<file path="config.mk">
export PLATFORM = sky130hd
export DESIGN_NAME = mpu_uart
export DESIGN_NICKNAME = d
export VERILOG_FILES = /design/src/rtl/mpu_pkg.sv /design/src/rtl/mpu_tx.sv /design/src/rtl/mpu_rx.sv /design/src/rtl/mpu_match.sv /design/src/rtl/mpu_uart.sv
export SDC_FILE = /design/constraint.sdc
export NUM_CORES = 1
export LEC_CHECK = 0
export CORE_UTILIZATION = 42
export CTS_CLUSTER_SIZE = 8
export DETAILED_ROUTE_END_ITERATION = 6
export GPL_TIMING_DRIVEN = 0
export PLACE_DENSITY = 0.63
export SETUP_SLACK_MARGIN = 0.05
export SLEW_MARGIN = 20
export SYNTH_ARGS = -nofsm -noshare
export SYNTH_HDL_FRONTEND = slang
export SYNTH_SLANG_ARGS = --single-unit
</file>
<file path="constraint.sdc">
create_clock -name clk -period 2.5 [get_ports clk]
set_input_delay 0.25 -clock clk [delete_from_list [all_inputs] [get_ports clk]]
set_output_delay 0.25 -clock clk [all_outputs]
set_load 0.02 [all_outputs]
</file>
<file path="src/rtl/mpu_pkg.sv">
package mpu_pkg;
    localparam int unsigned A_DATA  = 0;
    localparam int unsigned A_CTRL  = 1;
    localparam int unsigned A_ERR   = 2;
    localparam int unsigned A_SADDR = 3;
    localparam int unsigned A_MASK  = 4;

    typedef enum logic [1:0] {
        RX_IDLE  = 2'd0,
        RX_START = 2'd1,
        RX_DATA  = 2'd2,
        RX_STOP  = 2'd3
    } rx_state_e;
endpackage

</file>
<file path="src/rtl/mpu_tx.sv">
module mpu_tx #(
    parameter int DW  = 8,
    parameter int OSR = 16
) (
    input  logic          clk,
    input  logic          rst_n,
    input  logic          tick,
    input  logic          start,
    input  logic          nine,
    input  logic [DW-1:0] din,
    input  logic          b8,
    output logic          busy,
    output logic          done,
    output logic          txd
);
    localparam int FW = DW + 3;
    localparam int CW = $clog2(OSR);
    localparam int BW = $clog2(FW + 1);

    typedef struct packed {
        logic          busy;
        logic [FW-1:0] sh;
        logic [BW-1:0] bits;
        logic [BW-1:0] last;
        logic [CW-1:0] cnt;
    } tx_st_t;

    tx_st_t q, n;

    always_comb begin
        n    = q;
        done = 1'b0;
        if (!q.busy) begin
            if (start) begin
                n.busy = 1'b1;
                n.cnt  = '0;
                n.bits = '0;
                n.sh   = nine ? {1'b1, b8, din, 1'b0} : {1'b1, 1'b1, din, 1'b0};
                n.last = nine ? BW'(FW - 1) : BW'(FW - 2);
            end
        end else if (tick) begin
            if (q.cnt == CW'(OSR - 1)) begin
                n.cnt = '0;
                n.sh  = {1'b1, q.sh[FW-1:1]};
                if (q.bits == q.last) begin
                    n.busy = 1'b0;
                    done   = 1'b1;
                end else begin
                    n.bits = q.bits + 1'b1;
                end
            end else begin
                n.cnt = q.cnt + 1'b1;
            end
        end
    end

    always_ff @(posedge clk) begin
        if (!rst_n) q <= '0;
        else        q <= n;
    end

    assign busy = q.busy;
    assign txd  = q.busy ? q.sh[0] : 1'b1;
endmodule

</file>
<file path="src/rtl/mpu_rx.sv">
module mpu_rx
    import mpu_pkg::*;
#(
    parameter int DW  = 8,
    parameter int OSR = 16
) (
    input  logic        clk,
    input  logic        rst_n,
    input  logic        tick,
    input  logic        en,
    input  logic        nine,
    input  logic        rxd,
    output logic        valid,
    output logic [DW:0] frame,
    output logic        stop_ok
);
    localparam int CW  = $clog2(OSR);
    localparam int BW  = $clog2(DW + 1);
    localparam int MID = OSR / 2 - 1;

    typedef struct packed {
        rx_state_e     st;
        logic [CW-1:0] cnt;
        logic [BW-1:0] bits;
        logic [DW:0]   sh;
        logic          s1;
        logic          s2;
        logic          s3;
    } rx_st_t;

    rx_st_t q, n;
    logic [BW-1:0] last_bit;

    assign last_bit = nine ? BW'(DW) : BW'(DW - 1);

    always_comb begin
        n     = q;
        n.s1  = rxd;
        n.s2  = q.s1;
        n.s3  = q.s2;
        valid = 1'b0;
        if (!en) begin
            n.st = RX_IDLE;
        end else begin
            case (q.st)
                RX_IDLE: begin
                    if (q.s3 && !q.s2) begin
                        n.st  = RX_START;
                        n.cnt = '0;
                    end
                end
                RX_START: begin
                    if (tick) begin
                        if (q.cnt == CW'(MID)) begin
                            n.cnt  = '0;
                            n.bits = '0;
                            n.sh   = '0;
                            n.st   = q.s2 ? RX_IDLE : RX_DATA;
                        end else begin
                            n.cnt = q.cnt + 1'b1;
                        end
                    end
                end
                RX_DATA: begin
                    if (tick) begin
                        if (q.cnt == CW'(OSR - 1)) begin
                            n.cnt  = '0;
                            n.sh   = {q.s2, q.sh[DW:1]};
                            n.bits = q.bits + 1'b1;
                            if (q.bits == last_bit) n.st = RX_STOP;
                        end else begin
                            n.cnt = q.cnt + 1'b1;
                        end
                    end
                end
                default: begin
                    if (tick) begin
                        if (q.cnt == CW'(OSR - 1)) begin
                            valid = 1'b1;
                            n.st  = RX_IDLE;
                            n.cnt = '0;
                        end else begin
                            n.cnt = q.cnt + 1'b1;
                        end
                    end
                end
            endcase
        end
    end

    always_ff @(posedge clk) begin
        if (!rst_n) q <= '{st: RX_IDLE, cnt: '0, bits: '0, sh: '0, s1: 1'b1, s2: 1'b1, s3: 1'b1};
        else        q <= n;
    end

    assign frame   = nine ? q.sh : {q.s2, q.sh[DW:1]};
    assign stop_ok = q.s2;
endmodule

</file>
<file path="src/rtl/mpu_match.sv">
module mpu_match #(
    parameter int DW = 8
) (
    input  logic [DW:0]   frame,
    input  logic [DW-1:0] station,
    input  logic [DW-1:0] mask,
    output logic          hit
);
    logic bcast;
    logic masked_eq;

    assign bcast     = &frame;
    assign masked_eq = ((frame[DW-1:0] ^ station) & mask) == '0;
    assign hit       = frame[DW] && (bcast || masked_eq);
endmodule

</file>
<file path="src/rtl/mpu_uart.sv">
module mpu_uart
    import mpu_pkg::*;
#(
    parameter int DW  = 8,
    parameter int OSR = 16,
    parameter int AW  = 3
) (
    input  logic          clk,
    input  logic          rst_n,
    input  logic          tick,
    input  logic [AW-1:0] host_addr,
    input  logic          host_wr,
    input  logic          host_rd,
    input  logic [DW-1:0] host_wdata,
    output logic [DW-1:0] host_rdata,
    input  logic          rxd,
    output logic          txd,
    output logic          irq
);
    typedef struct packed {
        logic [DW-1:0] hold;
        logic          unread;
        logic          rx_done;
        logic          tx_done;
        logic          tx_b8;
        logic          rx_b8;
        logic          rx_en;
        logic          nine;
        logic          mp_en;
        logic          ferr;
        logic          ovr;
        logic          matched;
        logic [DW-1:0] station;
        logic [DW-1:0] mask;
    } reg_st_t;

    reg_st_t q, n;

    logic          tx_start, tx_busy, tx_fin;
    logic          rx_valid, rx_stop_ok, addr_hit;
    logic [DW:0]   rx_frame;
    logic          rd_pop, filt, deliver;
    logic          rx_done_flag, tx_done_flag, rx_en_flag, ovr_flag;
    logic [DW-1:0] hold_val;

    assign tx_start = host_wr && (host_addr == AW'(A_DATA));
    assign rd_pop   = host_rd && (host_addr == AW'(A_DATA));

    mpu_tx #(.DW(DW), .OSR(OSR)) u_tx (
        .clk(clk), .rst_n(rst_n), .tick(tick), .start(tx_start),
        .nine(q.nine), .din(host_wdata), .b8(q.tx_b8),
        .busy(tx_busy), .done(tx_fin), .txd(txd)
    );

    mpu_rx #(.DW(DW), .OSR(OSR)) u_rx (
        .clk(clk), .rst_n(rst_n), .tick(tick), .en(q.rx_en),
        .nine(q.nine), .rxd(rxd), .valid(rx_valid),
        .frame(rx_frame), .stop_ok(rx_stop_ok)
    );

    mpu_match #(.DW(DW)) u_match (
        .frame(rx_frame), .station(q.station), .mask(q.mask), .hit(addr_hit)
    );

    always_comb begin
        n       = q;
        deliver = 1'b0;
        filt    = q.nine && q.mp_en;
        if (!q.mp_en) n.matched = 1'b0;

        if (host_wr) begin
            if (host_addr == AW'(A_CTRL)) begin
                n.rx_done = q.rx_done & host_wdata[0];
                n.tx_done = q.tx_done & host_wdata[1];
                n.tx_b8   = host_wdata[2];
                n.rx_en   = host_wdata[4];
                n.nine    = host_wdata[5];
                n.mp_en   = host_wdata[6];
            end else if (host_addr == AW'(A_ERR)) begin
                n.ferr = q.ferr & host_wdata[0];
                n.ovr  = q.ovr  & host_wdata[1];
            end else if (host_addr == AW'(A_SADDR)) begin
                n.station = host_wdata;
            end else if (host_addr == AW'(A_MASK)) begin
                n.mask = host_wdata;
            end
        end

        if (rd_pop) n.unread = 1'b0;
        if (tx_fin) n.tx_done = 1'b1;

        if (rx_valid) begin
            if (!filt) begin
                deliver = 1'b1;
            end else if (rx_frame[DW]) begin
                if (addr_hit) begin
                    deliver   = 1'b1;
                    n.matched = 1'b1;
                end
            end else begin
                deliver = q.matched;
            end
        end

        if (deliver) begin
            n.hold    = rx_frame[DW-1:0];
            n.rx_b8   = rx_frame[DW];
            n.rx_done = 1'b1;
            n.unread  = 1'b1;
            if (!rx_stop_ok) n.ferr = 1'b1;
            if (q.unread && !rd_pop) n.ovr = 1'b1;
        end
    end

    always_ff @(posedge clk) begin
        if (!rst_n) q <= '0;
        else        q <= n;
    end

    always_comb begin
        host_rdata = '0;
        if (host_addr == AW'(A_DATA))
            host_rdata = q.hold;
        else if (host_addr == AW'(A_CTRL))
            host_rdata = DW'({q.mp_en, q.nine, q.rx_en, q.rx_b8, q.tx_b8, q.tx_done, q.rx_done});
        else if (host_addr == AW'(A_ERR))
            host_rdata = DW'({q.ovr, q.ferr});
        else if (host_addr == AW'(A_SADDR))
            host_rdata = q.station;
        else if (host_addr == AW'(A_MASK))
            host_rdata = q.mask;
    end

    assign irq          = q.rx_done | q.tx_done;
    assign rx_done_flag = q.rx_done;
    assign tx_done_flag = q.tx_done;
    assign rx_en_flag   = q.rx_en;
    assign ovr_flag     = q.ovr;
    assign hold_val     = q.hold;
endmodule

</file>
==> results of run 1 <==
-- timing repair --
action                     4_1_cts  5_1_grt
gates resized for setup          7        5
setup buffers                    2        0
setup endpoints to repair        8        5
-- critical path: stages --
cell and delay, ps:
buf_2 230, buf_1 490, mux2i_1 150, nor2_1 110
a31oi_1 50, o21ai_0 190, clkdlybuf4s50_1 640
-- power breakdown --
part | switching [mW] | internal [mW] | leakage (nW)
Combinational | 0.103 | 0.0668 | 0.827
Clock | 0.466 | 0.483 | 0.102
Sequential | 0.0149 | 1.29 | 0.646
-- state kept, by name (all words and copies together), names as in the netlist --
signal and flops:
q 23, u_tx.q 22, u_rx.q 20, hold_val 8
ovr_flag 1, rx_done_flag 1, rx_en_flag 1, tx_done_flag 1
u_rx.n 1, u_rx.stop_ok 1, u_tx.busy 1
-- Yosys cell counts (5+ instances only) --
cell type,n
xnor2_1,8
nand2b_1,14
mux2_2,5
clkbuf_1,17
nor2_1,56
a22oi_1,10
a31oi_1,6
mux2i_1,28
inv_1,6
o31ai_1,6
a21oi_1,57
o21ai_0,14
nand2_1,77
dfxtp_1,80
xor2_1,6
nand3_1,13
-- metal layers --
metal	track usage, %	up-vias	share of wire, %
met5	0	-	0
met4	6.544	0	0.96
met3	4.080	9	3.7
met2	33.37	55	48
met1	27.92	1620	47
li1	-	1739	-
-- cell type report --
class | instances | area [um2] | area share (%)
multi-input cells | 362 | 2181 | 48.44
well taps | 108 | 135.1 | 3.002
clock inverters | 5 | 57.56 | 1.278
clock buffers | 10 | 137.6 | 3.057
plain buffers | 25 | 115.1 | 2.557
inverters | 7 | 26.28 | 0.5837
flip-flops and latches | 80 | 1602 | 35.58
repair buffers | 25 | 247.7 | 5.503
-- worst paths after layout --
path,from,to,slack [ps],cells after the start
max,host_addr[0],host_rdata[6],130,7
min,tick,u_tx.q[1],260,3
max reg2reg,u_rx.q[16],hold_val[5],200,6
min reg2reg,u_rx.n[1],u_rx.stop_ok,420,1
-- cell families after synthesis --
group	after synthesis	synth area share (%)
mux	34	9.003
simple gates	197	23.38
fa+ha+maj	4	1.286
xor+xnor	14	3.151
flops	80	41.16
compound gates	113	18.52
buf+inv	32	3.505
-- through the flow --
stage / cells / worst slack, ps / hold slack [ps] / power (mW)
floorplan: 474 / 551.5 / 351.5 / 1.426
global placement: 605 / -457.0 / 398.1 / 1.496
global route: 622 / 15.23 / 258.7 / 2.514
detailed placement: 605 / -476.8 / 401.0 / 1.499
CTS: 622 / 53.90 / 240.3 / 2.454
finish: 622 / 133.9 / 256.9 / 2.422
==> summary.txt, run 1 <==
Route
  – DRT antenna net count: 0
  – DRC Markers: 0
  – Iteration count of the initial detailed-routing pass: 5
  – Wirelength, routed: 9.671 mm
  – 1st-iter DRT viols: 187
  – Routed WL per cell: 15.55 um
  – DR vias/cell: 5.503
  – Vias post-DR: 3423

Logic synthesis
  – Synth Flop Type: dfxtp_1
  – Yosys Warn Count: 0
  – Main area contributors after synthesis: dfxtp_1 41%, nand2_1 7.4%, a21oi_1 7.3%
  – Post-synthesis sequential area ratio: 41.16%
  – Distinct cells, synth: 54
  – Avg Cell Area, Syn: 8.209 um2
  – Net count after synthesis: 495
  – Post-Synthesis Cells: 474
  – #FFs+latches synth: 80
  – Share of the synthesized area in the top cell type: 41.16%
  – EDFF count, synth: 0
  – Yosys top cell by area: dfxtp_1
  – Async S/R FF share, synth: 0%
  – Mapped cell area: 3891 um2

Floorplanning
  – Die Wd: 98.26 um
  – Starting Density: 43.98%
  – Die height: 98.26 um
  – DIE AREA: 9654 um2
  – Core area: 8848 um2
  – Rows: 34
  – Io pins: 27

Cells and area
  – Most common cell after layout, fill and taps aside: dfxtp_1
  – Post-route cell area: 4502 um2
  – Share of layout cells above drive strength 1: 8.366%
  – Area Overhead vs Synth: 15.69%
  – Most frequent cells in the layout: 80 x dfxtp_1, 77 x nand2_1, 57 x a21oi_1
  – # fillers: 870
  – Ant. Diodes: 0
  – Util after Layout: 50.88%
  – Total Nets Final: 531

STA
  – Fmax achieved: 422.6 MHz
  – Fin. max-slew vios: 0
  – Tcrit/Tclk final: 94.64%
  – Slew HR: 31.03%
  – Worst-Margin Slew: 1027 ps
  – Setup TNS: 0 ps
  – RSZ-0062 raised after global routing: yes
  – Setup Skew: 9.288 ps
  – Hold Fails Final Rpt: 0
  – Final setup vio count: 0
  – Clock period minus worst slack: 2366 ps

Power
  – Static leakage: 1.575 nW
  – VDD IR-drop max: 0.2690 mV
  – PD cells: 538.1 nW/um2

Global route
  – Total track usage: 20.70%
  – Pin count of the biggest net entering global routing: 14
  – Final global-route overflow total: 0
  – First-pass GRT wire length: 15.72 mm
  – Vias in the first global route: 3160
  – Initial antenna violation count: 1

Job
  – Max Cap Violations: 0

Clocking
  – Hold buffer count at cts: 0
  – H-tree levels: 3
  – Longest Clk Path Bufs: 2
  – Root buf cell: clkbuf_8
  – CTS buffer count: 9
  – Worst-path clk slew: 80 ps
  – Clk sinks: 80
  – CTS tree: yes
  – Clk_lat worst skew: 350 ps

Worst setup path
  – Critical path launch point type: input pin
  – WP data arrival: 2120 ps
  – CP endpoint kind: primary output
  – Critical path fanouts, max: 10
  – Kind of critical path: input pin to primary output
  – Worst path required time: 2250 ps

Placement
  – Port buffer count: 23
  – Placed cell area: 4257 um2
  – Gpl congestion: 0.8072
  – Post-detail-place hpwl: 7.053 mm

Hold path
  – Hold/Removal Path Class: input pin to flop

Status
  – Status: completed
(Power assumes the default switching activity.)
==> run 2: changes to the inputs <==
- clock period: 2.5 -> 2.8 ns (I/O delays scaled with it)
==> run 2 against run 1 <==
Die area stayed put. Critical endpoint is now host_rdata[0]. Highest routed layer unchanged. First-iteration DRC count is 0.53% lower. Non-clock buffer count decreased by 3. Hold slack improved by 27 ps.
==> summary.txt, run 2 (synthesis gave the netlist of run 1 again) <==
Worst setup path
  – Critical path fanouts, max: 10 (unchanged)
  – Worst path required time: 2520 ps (+270 ps)
  – Max stage delay on crit path: 560 ps (-80 ps)
  – Path depth of the worst reg2reg path: 7 (+1)
  – Kind of critical path: input pin to primary output
  – CP endpoint kind: primary output
  – Reg-to-reg endpoint: hold_val[3]
  – Crit-path slowest cell: clkdlybuf4s50_1
  – Crit path top cell by count: clkdlybuf4s50_1
  – WP data arrival: 2270 ps (+150 ps)
  – Critical path cell sequence: clkdlybuf4s50_1 > clkbuf_1 > nor2b_1 > a221oi_1 > a21oi_1 > clkdlybuf4s50_1
  – Reg-to-reg slack, setup: 390 ps (+190 ps)
  – Critical path launch point type: input pin
  – RR Startpoint: q[20]

Global route
  – Vias in the first global route: 3147 (-0.41%)
  – Total track usage: 20.53% (-0.17 points)
  – Final global-route overflow total: 0 (unchanged)
  – Initial antenna violation count: 1 (unchanged)
  – First-pass GRT wire length: 15.62 mm (-0.62%)
  – Pin count of the biggest net entering global routing: 20 (+6)

Cells and area
  – Total Nets Final: 528 (-0.56%)
  – Most common cell after layout, fill and taps aside: dfxtp_1
  – Max reg flops: 23 (unchanged)
  – Largest regs: q x23, u_tx.q x22, u_rx.q x20
  – Share of layout cells above drive strength 1: 7.241% (-1.1 points)
  – Final Non-Filler Cells: 619 (-0.48%)
  – Area Overhead vs Synth: 14.66%
  – Most frequent cells in the layout: 80 x dfxtp_1, 77 x nand2_1, 57 x a21oi_1
  – Post-route cell area: 4462 um2 (-0.89%)
  – Ant. Diodes: 0 (unchanged)
  – Biggest register: q

Power
  – Total power: 2.162 mW (-11%)
  – VDD IR-drop max: 0.2407 mV (-11%)
  – Clock power frac: 39.3% (about the same)
  – Int Power: 1.640 mW (-11%)
  – Sw Pwr: 0.5222 mW (-11%)
  – PD cells: 484.6 nW/um2 (-9.9%)
  – Switch share: 24.15% (+0.049 points)
  – Seq pwr share: 53.8% (about the same)
  – Gate power share: 6.9% (about the same)
  – Static leakage: 1.524 nW (-3.3%)

Floorplanning
  – Core area: 8848 um2 (unchanged)
  – Rows: 34 (unchanged)
  – DIE AREA: 9654 um2 (unchanged)
  – Die height: 98.26 um (unchanged)
  – Io pins: 27 (unchanged)
  – Die Wd: 98.26 um (unchanged)
  – Starting Density: 43.98% (unchanged)

Placement
  – Post-detail-place hpwl: 7.053 mm (unchanged)
  – Placed cell area: 4257 um2 (unchanged)
  – Port buffer count: 23 (unchanged)
  – Gpl congestion: 0.8072 (unchanged)
  – Post-Place Cells: 605 (unchanged)

STA
  – RSZ-0062 raised after global routing: no
  – Slew HR: 31.28% (+0.26 points)
  – Hold Fails Final Rpt: 0 (unchanged)
  – Setup TNS: 0 ps (unchanged)
  – Setup Skew: 9.495 ps (+0.2068 ps)
  – WHS: 283.9 ps (+26.99 ps)
  – Worst-Margin Slew: 1023 ps (-3.817 ps)
  – Tcrit/Tclk final: 91.05%
  – Fmax achieved: 392.2 MHz
  – Clock period minus worst slack: 2549 ps
  – Final setup vio count: 0 (unchanged)
  – Fin. max-slew vios: 0 (unchanged)

Clocking
  – CTS tree: yes
  – Longest Clk Path Bufs: 2 (unchanged)
  – Worst-path clk slew: 80 ps (about the same)
  – Hold buffer count at cts: 0 (unchanged)
  – CTS buffer count: 9 (unchanged)
  – Clk sinks: 80 (unchanged)
  – H-tree levels: 3 (unchanged)
  – Clk_lat worst skew: 350 ps (about the same)
  – Setup Fix Bufs, Post-CTS: 0 (-2)
  – Root buf cell: clkbuf_8

Hold path
  – Hold/Removal Path Class: input pin to flop
  – Worst hold start: tick
  – Hold endpoint: u_tx.q[1]
  – Worst hold stages: 3 (unchanged)

Route
  – DRT antenna net count: 0 (unchanged)
  – Iteration count of the initial detailed-routing pass: 4 (-1)
  – DR vias/cell: 5.525 (+0.40%)
  – DRC Markers: 0 (unchanged)
  – Vias post-DR: 3420 (-0.088%)
  – 1st-iter DRT viols: 186 (-0.53%)
  – Wirelength, routed: 9.592 mm (-0.82%)
  – Routed WL per cell: 15.50 um (-0.34%)

Status
  – Status: completed

Job
  – Max Cap Violations: 0 (unchanged)
## run 2: cell count changes in the layout (fill, tap and decap cells not counted), sizes merged
cell | before | now
clkdlybuf4s50 | 19 | 22
buf | 10 | 8
dlygate4sd2 | 2 | 0
clkbuf | 27 | 26
dlymetal6s2s | 2 | 1
## run 2: metrics by stage
step	util, %	setup WS, ps
after CTS	50.33	143.5
after global placement	48.11	-217.0
final	50.42	250.5
after detailed placement	48.11	-236.8
after global routing	50.42	90.94
after floorplan	-	851.5
## run 2: per-layer routing
layer  global-route usage, %  up-vias  share of wire, %
met2                   33.10       52                47
met4                   6.544        0              0.89
met5                       0        -                 0
met1                   27.65     1631                48
li1                        -     1731                 -
met3                   4.080        6               3.8
## run 2: how the worst max path moves through the flow
stage	startpoint	end	slack, ps	depth (start not counted)
after CTS	host_addr[2]	host_rdata[0]	140	5
after global placement	host_addr[2]	host_rdata[1]	-220	5
after global routing	host_addr[2]	host_rdata[0]	90	6
after floorplan	q[20]	hold_val[4]	850	6
final	host_addr[2]	host_rdata[0]	250	6
after detailed placement	host_addr[2]	host_rdata[0]	-240	5
## run 2: power by group through the flow
stage               logic [mW]  clock network [mW]  registers (mW)
finish                   0.149               0.849            1.16
global route             0.164               0.913            1.17
CTS                      0.148               0.876            1.16
detailed placement       0.148                   0            1.19
global placement         0.146                   0            1.19
floorplan               0.0874                   0            1.19
## run 2: cell type report
| type | count | area, um2 |
|---|---|---|
| sequential | 80 | 1602 |
| inverter | 7 | 26.28 |
| multi-input combinational | 362 | 2165 |
| clock buffer | 10 | 137.6 |
| tap | 108 | 135.1 |
| timing repair buffer | 23 | 232.7 |
| buffer | 24 | 106.4 |
| fill | 873 | 4387 |
| clock inverter | 5 | 57.56 |
## run 2: critical path: cells and delay by family
family	cells	cell delay (ps)
buffers and inverters	3	1450
AOI/OAI and AO/OA	2	400
and+or+nand+nor	1	150
## run 2: repair_timing
item	CTS	global route
pin swaps	0	0
gates cloned	0	0
endpoints found under the setup margin	6	3
resized for setup	1	2
